--- config.mk ---
export PLATFORM = sky130hd
export DESIGN_NAME = trk_addr_gen
export DESIGN_NICKNAME = d
export VERILOG_FILES = /design/src/rtl/trk_addr_pkg.sv /design/src/rtl/trk_addr_ctrl.sv /design/src/rtl/trk_addr_dp.sv /design/src/rtl/trk_addr_gen.sv
export SDC_FILE = /design/constraint.sdc
export NUM_CORES = 1
export LEC_CHECK = 0
export BUFFER_PORTS_ARGS = -buffer_cell sky130_fd_sc_hd__buf_2
export CAP_MARGIN = 20
export CORE_AREA = 2 2 115 200
export CTS_CLUSTER_DIAMETER = 40
export DETAILED_ROUTE_END_ITERATION = 16
export DIE_AREA = 0 0 117 202
export PLACE_DENSITY = 0.71
export SLEW_MARGIN = 40
export SYNTH_ARGS = -nofsm -noshare
export SYNTH_HDL_FRONTEND = slang
export SYNTH_HIERARCHICAL = 1
export SYNTH_SLANG_ARGS = --single-unit
--- constraint.sdc ---
create_clock -name clk -period 6.8 [get_ports clk]
set_input_delay 1.02 -clock clk [delete_from_list [all_inputs] [get_ports clk]]
set_output_delay 1.02 -clock clk [all_outputs]
set_load 0.005 [all_outputs]
--- src/rtl/trk_addr_pkg.sv ---
package trk_addr_pkg;

  localparam int TRK_W        = 12;
  localparam int NUM_BASE     = 8;
  localparam int BASE_W       = $clog2(NUM_BASE);
  localparam int NUM_ZONES    = 2 * NUM_BASE;
  localparam int ZONE_W       = $clog2(NUM_ZONES);
  localparam int SIZE_W       = 8;
  localparam int SECT_PER_BLK = 85;
  localparam int BLK_PER_TRK  = 2;
  localparam int SECT_PER_TRK = SECT_PER_BLK * BLK_PER_TRK;
  localparam int ACC_W        = 16;
  localparam int PROD_W       = ACC_W + SIZE_W;

  typedef enum logic [1:0] {
    ST_IDLE = 2'd0,
    ST_ZONE = 2'd1,
    ST_MULA = 2'd2,
    ST_MULB = 2'd3
  } trk_state_e;

  // Strobes from control to datapath.
  typedef struct packed {
    logic capture;
    logic zoneStep;
    logic mulStepA;
    logic mulStepB;
  } trk_strobe_t;

  function automatic int baseThreshold(input int b);
    case (b)
      0:       return 'h000;
      1:       return 'h09E;
      2:       return 'h13C;
      3:       return 'h1D1;
      4:       return 'h266;
      5:       return 'h2FB;
      6:       return 'h390;
      default: return 'h425;
    endcase
  endfunction

  function automatic int baseTrackCount(input int b);
    case (b)
      0, 1:    return 158;
      7:       return 114;
      default: return 149;
    endcase
  endfunction

  function automatic int zoneSectorBytes(input int z);
    case (z)
      0:       return 232;
      1, 8:    return 216;
      2, 9:    return 208;
      3, 10:   return 192;
      4, 11:   return 176;
      5, 12:   return 160;
      6, 13:   return 144;
      7, 14:   return 128;
      default: return 112;
    endcase
  endfunction

  // Start byte of a zone: sum of all earlier zones' sizes.
  function automatic int zoneStartBytes(input int z);
    int sum;
    sum = 0;
    for (int k = 0; k < z; k++)
      sum += baseTrackCount(k % NUM_BASE) * zoneSectorBytes(k) * SECT_PER_TRK;
    return sum;
  endfunction

endpackage

--- src/rtl/trk_addr_ctrl.sv ---
module trk_addr_ctrl
  import trk_addr_pkg::*;
(
  input  logic        clk,
  input  logic        rstN,
  input  logic        start,
  output trk_strobe_t stb,
  output logic        done
);

  trk_state_e state, stateNxt;

  always_comb begin
    stateNxt = state;
    case (state)
      ST_IDLE: if (start) stateNxt = ST_ZONE;
      ST_ZONE: stateNxt = ST_MULA;
      ST_MULA: stateNxt = ST_MULB;
      default: stateNxt = ST_IDLE;
    endcase
  end

  always_comb begin
    stb          = '0;
    stb.capture  = (state == ST_IDLE) && start;
    stb.zoneStep = (state == ST_ZONE);
    stb.mulStepA = (state == ST_MULA);
    stb.mulStepB = (state == ST_MULB);
  end

  always_ff @(posedge clk) begin
    if (!rstN) begin
      state <= ST_IDLE;
      done  <= 1'b0;
    end else begin
      state <= stateNxt;
      done  <= (state == ST_MULB);
    end
  end

  p_strobe_onehot_r5: assert property (@(posedge clk) disable iff (!rstN)
    $onehot0(stb));

  p_done_pulse_r5: assert property (@(posedge clk) disable iff (!rstN)
    done |=> !done);

  p_capture_chain_r5: assert property (@(posedge clk) disable iff (!rstN)
    stb.capture |=> stb.zoneStep ##1 stb.mulStepA ##1 stb.mulStepB ##1 done);

  p_busy_ignore_r7: assert property (@(posedge clk) disable iff (!rstN)
    (stb.zoneStep || stb.mulStepA || stb.mulStepB) |-> !stb.capture);

endmodule

--- src/rtl/trk_addr_dp.sv ---
module trk_addr_dp
  import trk_addr_pkg::*;
#(
  parameter int ADDR_W = 32,
  parameter int SECT_W = 7
) (
  input  logic                 clk,
  input  logic                 rstN,
  input  trk_strobe_t          stb,
  input  logic [TRK_W:0]       trackHead,
  input  logic                 blockSel,
  input  logic [SECT_W-1:0]    sectorIdx,
  output logic [ZONE_W-1:0]    zone,
  output logic [SIZE_W-1:0]    sectorBytes,
  output logic [ADDR_W-1:0]    sectorAddr,
  output logic                 rangeErr
);

  // Constant tables, built at elaboration.
  logic [TRK_W-1:0]  thrTbl   [NUM_BASE];
  logic [TRK_W-1:0]  endTbl   [NUM_BASE];
  logic [SIZE_W-1:0] sizeTbl  [NUM_ZONES];
  logic [ADDR_W-1:0] startTbl [NUM_ZONES];

  for (genvar b = 0; b < NUM_BASE; b++) begin : g_base
    assign thrTbl[b] = TRK_W'(baseThreshold(b));
    assign endTbl[b] = TRK_W'(baseThreshold(b) + baseTrackCount(b));
  end

  for (genvar z = 0; z < NUM_ZONES; z++) begin : g_zone
    assign sizeTbl[z]  = SIZE_W'(zoneSectorBytes(z));
    assign startTbl[z] = ADDR_W'(zoneStartBytes(z));
  end

  // Captured request.
  logic [TRK_W-1:0]  trkR;
  logic              headR;
  logic              blkR;
  logic [SECT_W-1:0] secR;

  // Zone stage.
  logic [ZONE_W-1:0] zoneR;
  logic [TRK_W-1:0]  trOffR;
  logic [SIZE_W-1:0] sizeR;
  logic              errR;
  logic [ACC_W-1:0]  accR;

  // Comparator bank: count thresholds at or below the track.
  logic [NUM_BASE-1:0] geVec;
  logic [BASE_W-1:0]   baseZone;

  for (genvar b = 0; b < NUM_BASE; b++) begin : g_cmp
    assign geVec[b] = (trkR >= thrTbl[b]);
  end

  assign baseZone = BASE_W'($countones(geVec) - 1);

  // Shared multiplier, operands chosen by stage.
  logic [ACC_W-1:0]  mulA;
  logic [SIZE_W-1:0] mulB;
  logic [PROD_W-1:0] product;

  assign mulA    = stb.mulStepB ? accR  : ACC_W'(trOffR);
  assign mulB    = stb.mulStepB ? sizeR : SIZE_W'(SECT_PER_TRK);
  assign product = PROD_W'(mulA) * PROD_W'(mulB);

  always_ff @(posedge clk) begin
    if (!rstN) begin
      trkR        <= '0;
      headR       <= 1'b0;
      blkR        <= 1'b0;
      secR        <= '0;
      zoneR       <= '0;
      trOffR      <= '0;
      sizeR       <= '0;
      errR        <= 1'b0;
      accR        <= '0;
      zone        <= '0;
      sectorBytes <= '0;
      sectorAddr  <= '0;
      rangeErr    <= 1'b0;
    end else begin
      if (stb.capture) begin
        trkR  <= trackHead[TRK_W-1:0];
        headR <= trackHead[TRK_W];
        blkR  <= blockSel;
        secR  <= sectorIdx;
      end
      if (stb.zoneStep) begin
        zoneR  <= {headR, baseZone};
        trOffR <= trkR - thrTbl[baseZone];
        sizeR  <= sizeTbl[{headR, baseZone}];
        errR   <= (trkR >= endTbl[baseZone]);
      end
      if (stb.mulStepA) begin
        accR <= ACC_W'(product)
              + (blkR ? ACC_W'(SECT_PER_BLK) : '0)
              + ACC_W'(secR);
      end
      if (stb.mulStepB) begin
        zone        <= zoneR;
        sectorBytes <= sizeR;
        rangeErr    <= errR;
        sectorAddr  <= errR ? '0 : startTbl[zoneR] + ADDR_W'(product);
      end
    end
  end

  p_zone_head_r1: assert property (@(posedge clk) disable iff (!rstN)
    stb.zoneStep |=> (zoneR[ZONE_W-1] == headR));

  p_err_addr_zero_r6: assert property (@(posedge clk) disable iff (!rstN)
    (stb.mulStepB && errR) |=> (rangeErr && sectorAddr == '0));

  p_hold_outputs_r8: assert property (@(posedge clk) disable iff (!rstN)
    !stb.mulStepB |=> ($stable(sectorAddr) && $stable(zone)
                       && $stable(sectorBytes) && $stable(rangeErr)));

  p_size_floor_r2: assert property (@(posedge clk) disable iff (!rstN)
    stb.mulStepB |=> (sectorBytes >= SIZE_W'(112)));

endmodule

--- src/rtl/trk_addr_gen.sv ---
module trk_addr_gen
  import trk_addr_pkg::*;
#(
  parameter int ADDR_W = 32,
  parameter int SECT_W = 7
) (
  input  logic              clk,
  input  logic              rstN,
  input  logic              start,
  input  logic [12:0]       trackHead,
  input  logic              blockSel,
  input  logic [SECT_W-1:0] sectorIdx,
  output logic              done,
  output logic [3:0]        zone,
  output logic [7:0]        sectorBytes,
  output logic [ADDR_W-1:0] sectorAddr,
  output logic              rangeErr
);

  trk_strobe_t stb;

  trk_addr_ctrl i_ctrl (
    .clk   (clk),
    .rstN  (rstN),
    .start (start),
    .stb   (stb),
    .done  (done)
  );

  trk_addr_dp #(
    .ADDR_W (ADDR_W),
    .SECT_W (SECT_W)
  ) i_dp (
    .clk         (clk),
    .rstN        (rstN),
    .stb         (stb),
    .trackHead   (trackHead),
    .blockSel    (blockSel),
    .sectorIdx   (sectorIdx),
    .zone        (zone),
    .sectorBytes (sectorBytes),
    .sectorAddr  (sectorAddr),
    .rangeErr    (rangeErr)
  );

endmodule

==> out/results.tsv, run 1 <==
metric	value	unit
run status	completed	
WS Path Type	reg2reg	
Synth Register Bits	99	
Port Buffers	61	
Crit Path Max Fanout	9	
critical path endpoint category	flip-flop	
hold slack	0.4659	ns
Hold Fails Final Rpt	0	
All-Layer GR Usage	0.2174	
CP required	7.08	ns
TritonCTS clock tree	built	
Slowest Stage Delay on Critical Path	0.54	ns
area grow syn2layout	13.58	%
Design Area, Final	11550	µm²
Final Critical Period	6.553	ns
Synth top area share	0.1948	
antenna viol nets, final	0	
Mapped Avg Cell Area	8.665	µm²
CP max stage cell	fa_1	
io pins	70	
Sink Count	99	
netlist area before placement	10170	µm²
later-pin clock latency in the skew report	0.38	ns
grt met3 use	0.03478	
Yosys cell types	77	
CTS clk-pin slew, worst paths	0.08	ns
final setup violation count	0	
CTS Hold Bufs	0	
Post-Syn Instances	1174	
H-tree depth	3	
most frequent CP cell	a21o_1	
DRT Pass-1 Iters	5	
met1 usage	0.2140	
Synth Flop Type	dfxtp_1	
Final GP Congestion	0.8692	
Worst Tran Pin Value	0.8431	ns
placed cell count	1531	
DR vias/cell	5.410	
DRC	0	
GR peak layer	met2	
Synth area leaders	dfxtp_1, ha_1, fa_1	
Clock Tree Root	clkbuf_16	
CTS max path bufs	2	
Post-synth EDFFs	0	
Synth async-reset ratio	0	
Reg area	1984	µm²
Global Route met2 Usage	0.4131	
Synth warnings	6	
core area	22070	µm²
final setup TNS	0	ns
grt total ovfl	0	
share of cells above drive strength 1	0.1592	
area of the multi-input gates	7656	µm²
via count	8396	
NumNets Final	1471	
class of the worst hold path	reg2reg	
fin cells	1552	
Post-DP HPWL	19.78	mm
Die Ht	202	µm
pin count of the biggest net entering global routing	65	
CP Launch Type	flip-flop	
WP data arrival	6.84	ns
die width	117	µm
count leader, synth	ha_1	
initial antenna violation count	0	
final WL	24.68	mm
DP Area	11050	µm²
first-pass GRT wire length	40.33	mm
clock buffer count from CTS	9	
Worst Skew	0.01259	ns
max_cap viols	0	
Seq/Total Area, Yosys	0.1948	
Slew headroom	0.4318	
Die ar.	23630	µm²
fmax	152.6	MHz
num rows	72	
WL per Instance	15.90	µm
filler cell count	2043	
vias in the first global route	8616	
most frequent cells after synthesis	ha_1, inv_1, nor2_1, dfxtp_1, a21oi_1	
diodes inserted	0	
First DRT Iteration DRCs	384	
area leader, netlist	dfxtp_1	
fin crit share	0.9637	
Starting Density	0.4609	
Final Slew Violations	0	
[routing by layer]
metal | vias up | wire [µm] | share of wire
li1 | 4174 | - | -
met1 | 3996 | 9039 | 0.37
met2 | 155 | 13770 | 0.56
met3 | 71 | 588 | 0.024
met4 | 0 | 1276 | 0.052
met5 | - | 0 | 0
[flip-flops by register name, indices dropped and copies added, names as in the netlist, 2 cells and up]
signal / cells
i_dp/sectorBytes: 5
i_dp/sizeR: 5
i_dp/zone: 4
i_dp/trOffR: 12
i_dp/accR: 16
i_dp/zoneR: 4
i_dp/secR: 7
i_ctrl/state: 2
i_dp/trkR: 12
i_dp/sectorAddr: 27
[critical path, delay by kind of cell (launching register included)]
kind / cells / cell delay, ns
AO/OA/AOI/OAI: 10 / 1.69
XOR/XNOR: 1 / 0.16
adder cells (fa/ha/maj): 8 / 3.27
buffers and inverters: 5 / 0.37
flip-flops: 1 / 0.34
AND/OR/NAND/NOR: 4 / 0.61
[placed cells by master (no fill, tap or decap), types with 17 or more instances in the layout]
cell / instances
dfxtp_1: 97
and3_1: 38
a21oi_1: 68
o21ai_0: 46
xor2_1: 17
xnor2_1: 39
inv_1: 129
mux2i_1: 50
buf_2: 61
nand2_1: 64
ha_1: 126
fa_1: 65
buf_4: 50
nor2b_1: 18
a22o_1: 21
nor2_1: 104
a21o_1: 48
[kinds of logic after synthesis]
family	synth area share
XOR/XNOR	0.05068
buffers and inverters	0.07331
other	0.0003686
flip-flops	0.1948
AND/OR/NAND/NOR	0.1439
multiplexers	0.05141
adder cells (fa/ha/maj)	0.2913
AO/OA/AOI/OAI	0.1942
[stage by stage]
step,utilization,worst slack [ns]
3_5_place_dp,0.5005,0.002888
6_report,0.5235,0.2468
5_1_grt,0.5235,-0.02867
3_3_place_gp,0.5003,0.05671
2_1_floorplan,-,0.008123
4_1_cts,0.5142,0.02219
[final timing paths]
| kind | from | endpoint | slack (ns) | depth (start not counted) |
|---|---|---|---|---|
| hold reg to reg | i_dp/sectorAddr[9] | i_dp/sectorAddr[9] | 0.47 | 1 |
| hold / removal | i_dp/sectorAddr[9] | i_dp/sectorAddr[9] | 0.47 | 1 |
| setup / recovery | i_ctrl/state[1] | i_dp/sectorAddr[26] | 0.25 | 28 |
| setup reg to reg | i_ctrl/state[1] | i_dp/sectorAddr[26] | 0.25 | 28 |
[final cells by class]
cell class,instances,area share
flip-flops and latches,99,0.1718
clock inverters,4,0.002707
repair buffers,115,0.06552
well taps,296,0.03206
clock buffers,12,0.02307
inverters,130,0.04224
multi-input cells,896,0.6627
[what timing repair did]
| item | 4_1_cts | 5_1_grt |
|---|---|---|
| setup buffers | 0 | 4 |
| pin swaps | 0 | 10 |
| endpoints found under the setup margin | 2 | 7 |
| gates cloned | 0 | 1 |
| gates resized for setup | 2 | 40 |
Power of run 1 is not shown: default switching activity piles up to over one toggle a cycle in this logic, so the estimate is an artifact.
==> run 2: changes to the inputs <==
--- a/config.mk
+++ b/config.mk
@@ -5,7 +5,7 @@
 export SDC_FILE = /design/constraint.sdc
 export NUM_CORES = 1
 export LEC_CHECK = 0
-export BUFFER_PORTS_ARGS = -buffer_cell sky130_fd_sc_hd__buf_2
+export BUFFER_PORTS_ARGS = -buffer_cell sky130_fd_sc_hd__clkbuf_2
 export CAP_MARGIN = 20
 export CORE_AREA = 2 2 115 200
 export CTS_CLUSTER_DIAMETER = 40
==> out/results.tsv, run 2 (synthesis results as in run 1) <==
metric	value	unit	change
Final Slew Violations	0		unchanged
filler cell count	2064		+1.0%
num rows	72		unchanged
First DRT Iteration DRCs	381		-0.78%
CTS Hold Bufs	0		unchanged
core area	22070	µm²	unchanged
vias in the first global route	8546		-0.81%
TritonCTS clock tree	built		
Post-DP HPWL	19.96	mm	+0.89%
fmax	153.1	MHz	+0.35%
Final GP Congestion	0.8980		+3.3%
share of cells above drive strength 1	0.1594		+0.0001616
Die ar.	23630	µm²	unchanged
antenna viol nets, final	0		unchanged
CP required	7.08	ns	about the same
first-pass GRT wire length	40.41	mm	+0.19%
area grow syn2layout	13.75	%	
initial antenna violation count	0		unchanged
WP data arrival	6.81	ns	-0.03 ns
WS Path Type	reg2reg		
Clock Tree Root	clkbuf_16		
via count	8480		+1.0%
DRT Pass-1 Iters	5		unchanged
io pins	70		unchanged
die width	117	µm	unchanged
Port Buffers	61		unchanged
max_cap viols	0		unchanged
Top reg by flops	i_dp/sectorAddr		
DRC	0		unchanged
Slew headroom	0.4701		+0.03834
Starting Density	0.4609		unchanged
Hold Fails Final Rpt	0		unchanged
grt total ovfl	0		unchanged
clock buffer count from CTS	9		unchanged
critical path endpoint category	flip-flop		
DR vias/cell	5.446		+0.68%
Worst Skew	0.01205	ns	-0.0005385 ns
diodes inserted	0		unchanged
WL per Instance	15.89	µm	about the same
CTS clk-pin slew, worst paths	0.08	ns	about the same
All-Layer GR Usage	0.2175		about the same
Worst Tran Pin Value	0.7862	ns	-0.05689 ns
max reg flops	27		unchanged
Sink Count	99		unchanged
NumNets Final	1476		+0.34%
Die Ht	202	µm	unchanged
run status	completed		
class of the worst hold path	reg2reg		
Design Area, Final	11570	µm²	+0.15%
area of the multi-input gates	7654	µm²	about the same
pin count of the biggest net entering global routing	65		unchanged
fin crit share	0.9603		-0.003373
Reg area	1983	µm²	about the same
H-tree depth	3		unchanged
later-pin clock latency in the skew report	0.38	ns	about the same
Cells on Worst Hold Path	1		unchanged
CP Launch Type	flip-flop		
Final Util	0.5243		+0.0007940
Crit Path Max Fanout	15		+6
DP Area	11060	µm²	+0.14%
most frequent cells in the layout	inv_1, ha_1, nor2_1		
Final Critical Period	6.530	ns	-0.02294 ns
final setup violation count	0		unchanged
CTS max path bufs	2		unchanged
worst-case reg-to-reg path depth	24		-14%
Largest regs	i_dp/sectorAddr x27, i_dp/accR x16		
final WL	24.74	mm	+0.25%
commonest non-fill, non-tap cell in the layout	inv_1		
run 2: cell types whose count changed in the layout (fill, tap and decap cells not counted), sizes merged:
cell | previous run | this run
clkinvlp | 3 | 1
clkbuf | 13 | 71
inv | 131 | 133
clkinv | 0 | 3
buf | 114 | 58
run 2: final cells by class:
type	instances	area share
inverters	130	0.04217
clock inverters	7	0.005190
multi-input cells	896	0.6614
well taps	296	0.03201
clock buffers	9	0.01946
repair buffers	120	0.06834
flip-flops and latches	99	0.1714
run 2: worst paths after layout:
check / slack [ns] / endpoint / start
min reg2reg: 0.47 / i_dp/sectorAddr[9] / i_dp/sectorAddr[9]
max: 0.27 / i_dp/sectorAddr[25] / i_ctrl/state[0]
min: 0.47 / i_dp/sectorAddr[9] / i_dp/sectorAddr[9]
max reg2reg: 0.27 / i_dp/sectorAddr[25] / i_ctrl/state[0]
run 2: metrics by stage:
step | setup TNS, ns | instances | hold slack (ns) | worst slack (ns)
after floorplan | 0 | 1185 | 0.4412 | 0.008123
after global placement | 0 | 1533 | 0.4518 | 0.05658
after detailed placement | -0.1016 | 1533 | 0.4552 | -0.07207
after CTS | 0 | 1549 | 0.4681 | 0.004546
after global routing | -0.005746 | 1557 | 0.4915 | -0.005746
final | 0 | 1557 | 0.4660 | 0.2698
run 2: worst max-delay path: stages (launching register included):
cell,delay [ns]
dfxtp_1,0.38
ha_4,0.20
buf_12,0.15
nor2b_1,0.07
a21o_1,0.17
fa_1,0.51
fa_1,0.55
inv_1,0.05
fa_1,0.50
fa_1,0.55
inv_1,0.05
ha_2,0.36
o211ai_1,0.15
o211a_1,0.28
nor3_2,0.22
xor2_2,0.21
ha_2,0.35
a2111oi_4,0.36
buf_4,0.19
a2111oi_4,0.09
a211oi_4,0.32
o21ai_2,0.08
maj3_2,0.31
xor2_1,0.14
a22o_1,0.20
run 2: metal layers:
| metal | GRT usage | wire length [µm] | vias up |
|---|---|---|---|
| met2 | 0.4275 | 14220 | 149 |
| met1 | 0.2130 | 8977 | 4090 |
| met3 | 0.03028 | 585 | 50 |
| met5 | 0 | 0 | - |
| met4 | 0.1034 | 962 | 0 |
| li1 | - | - | 4191 |
run 2: what timing repair did:
action,CTS,global route
pin swaps,0,11
setup endpoints to repair,2,7
resized for setup,4,31
gates cloned,0,1
setup buffers,0,7
Power of run 2 is left out for the same reason.
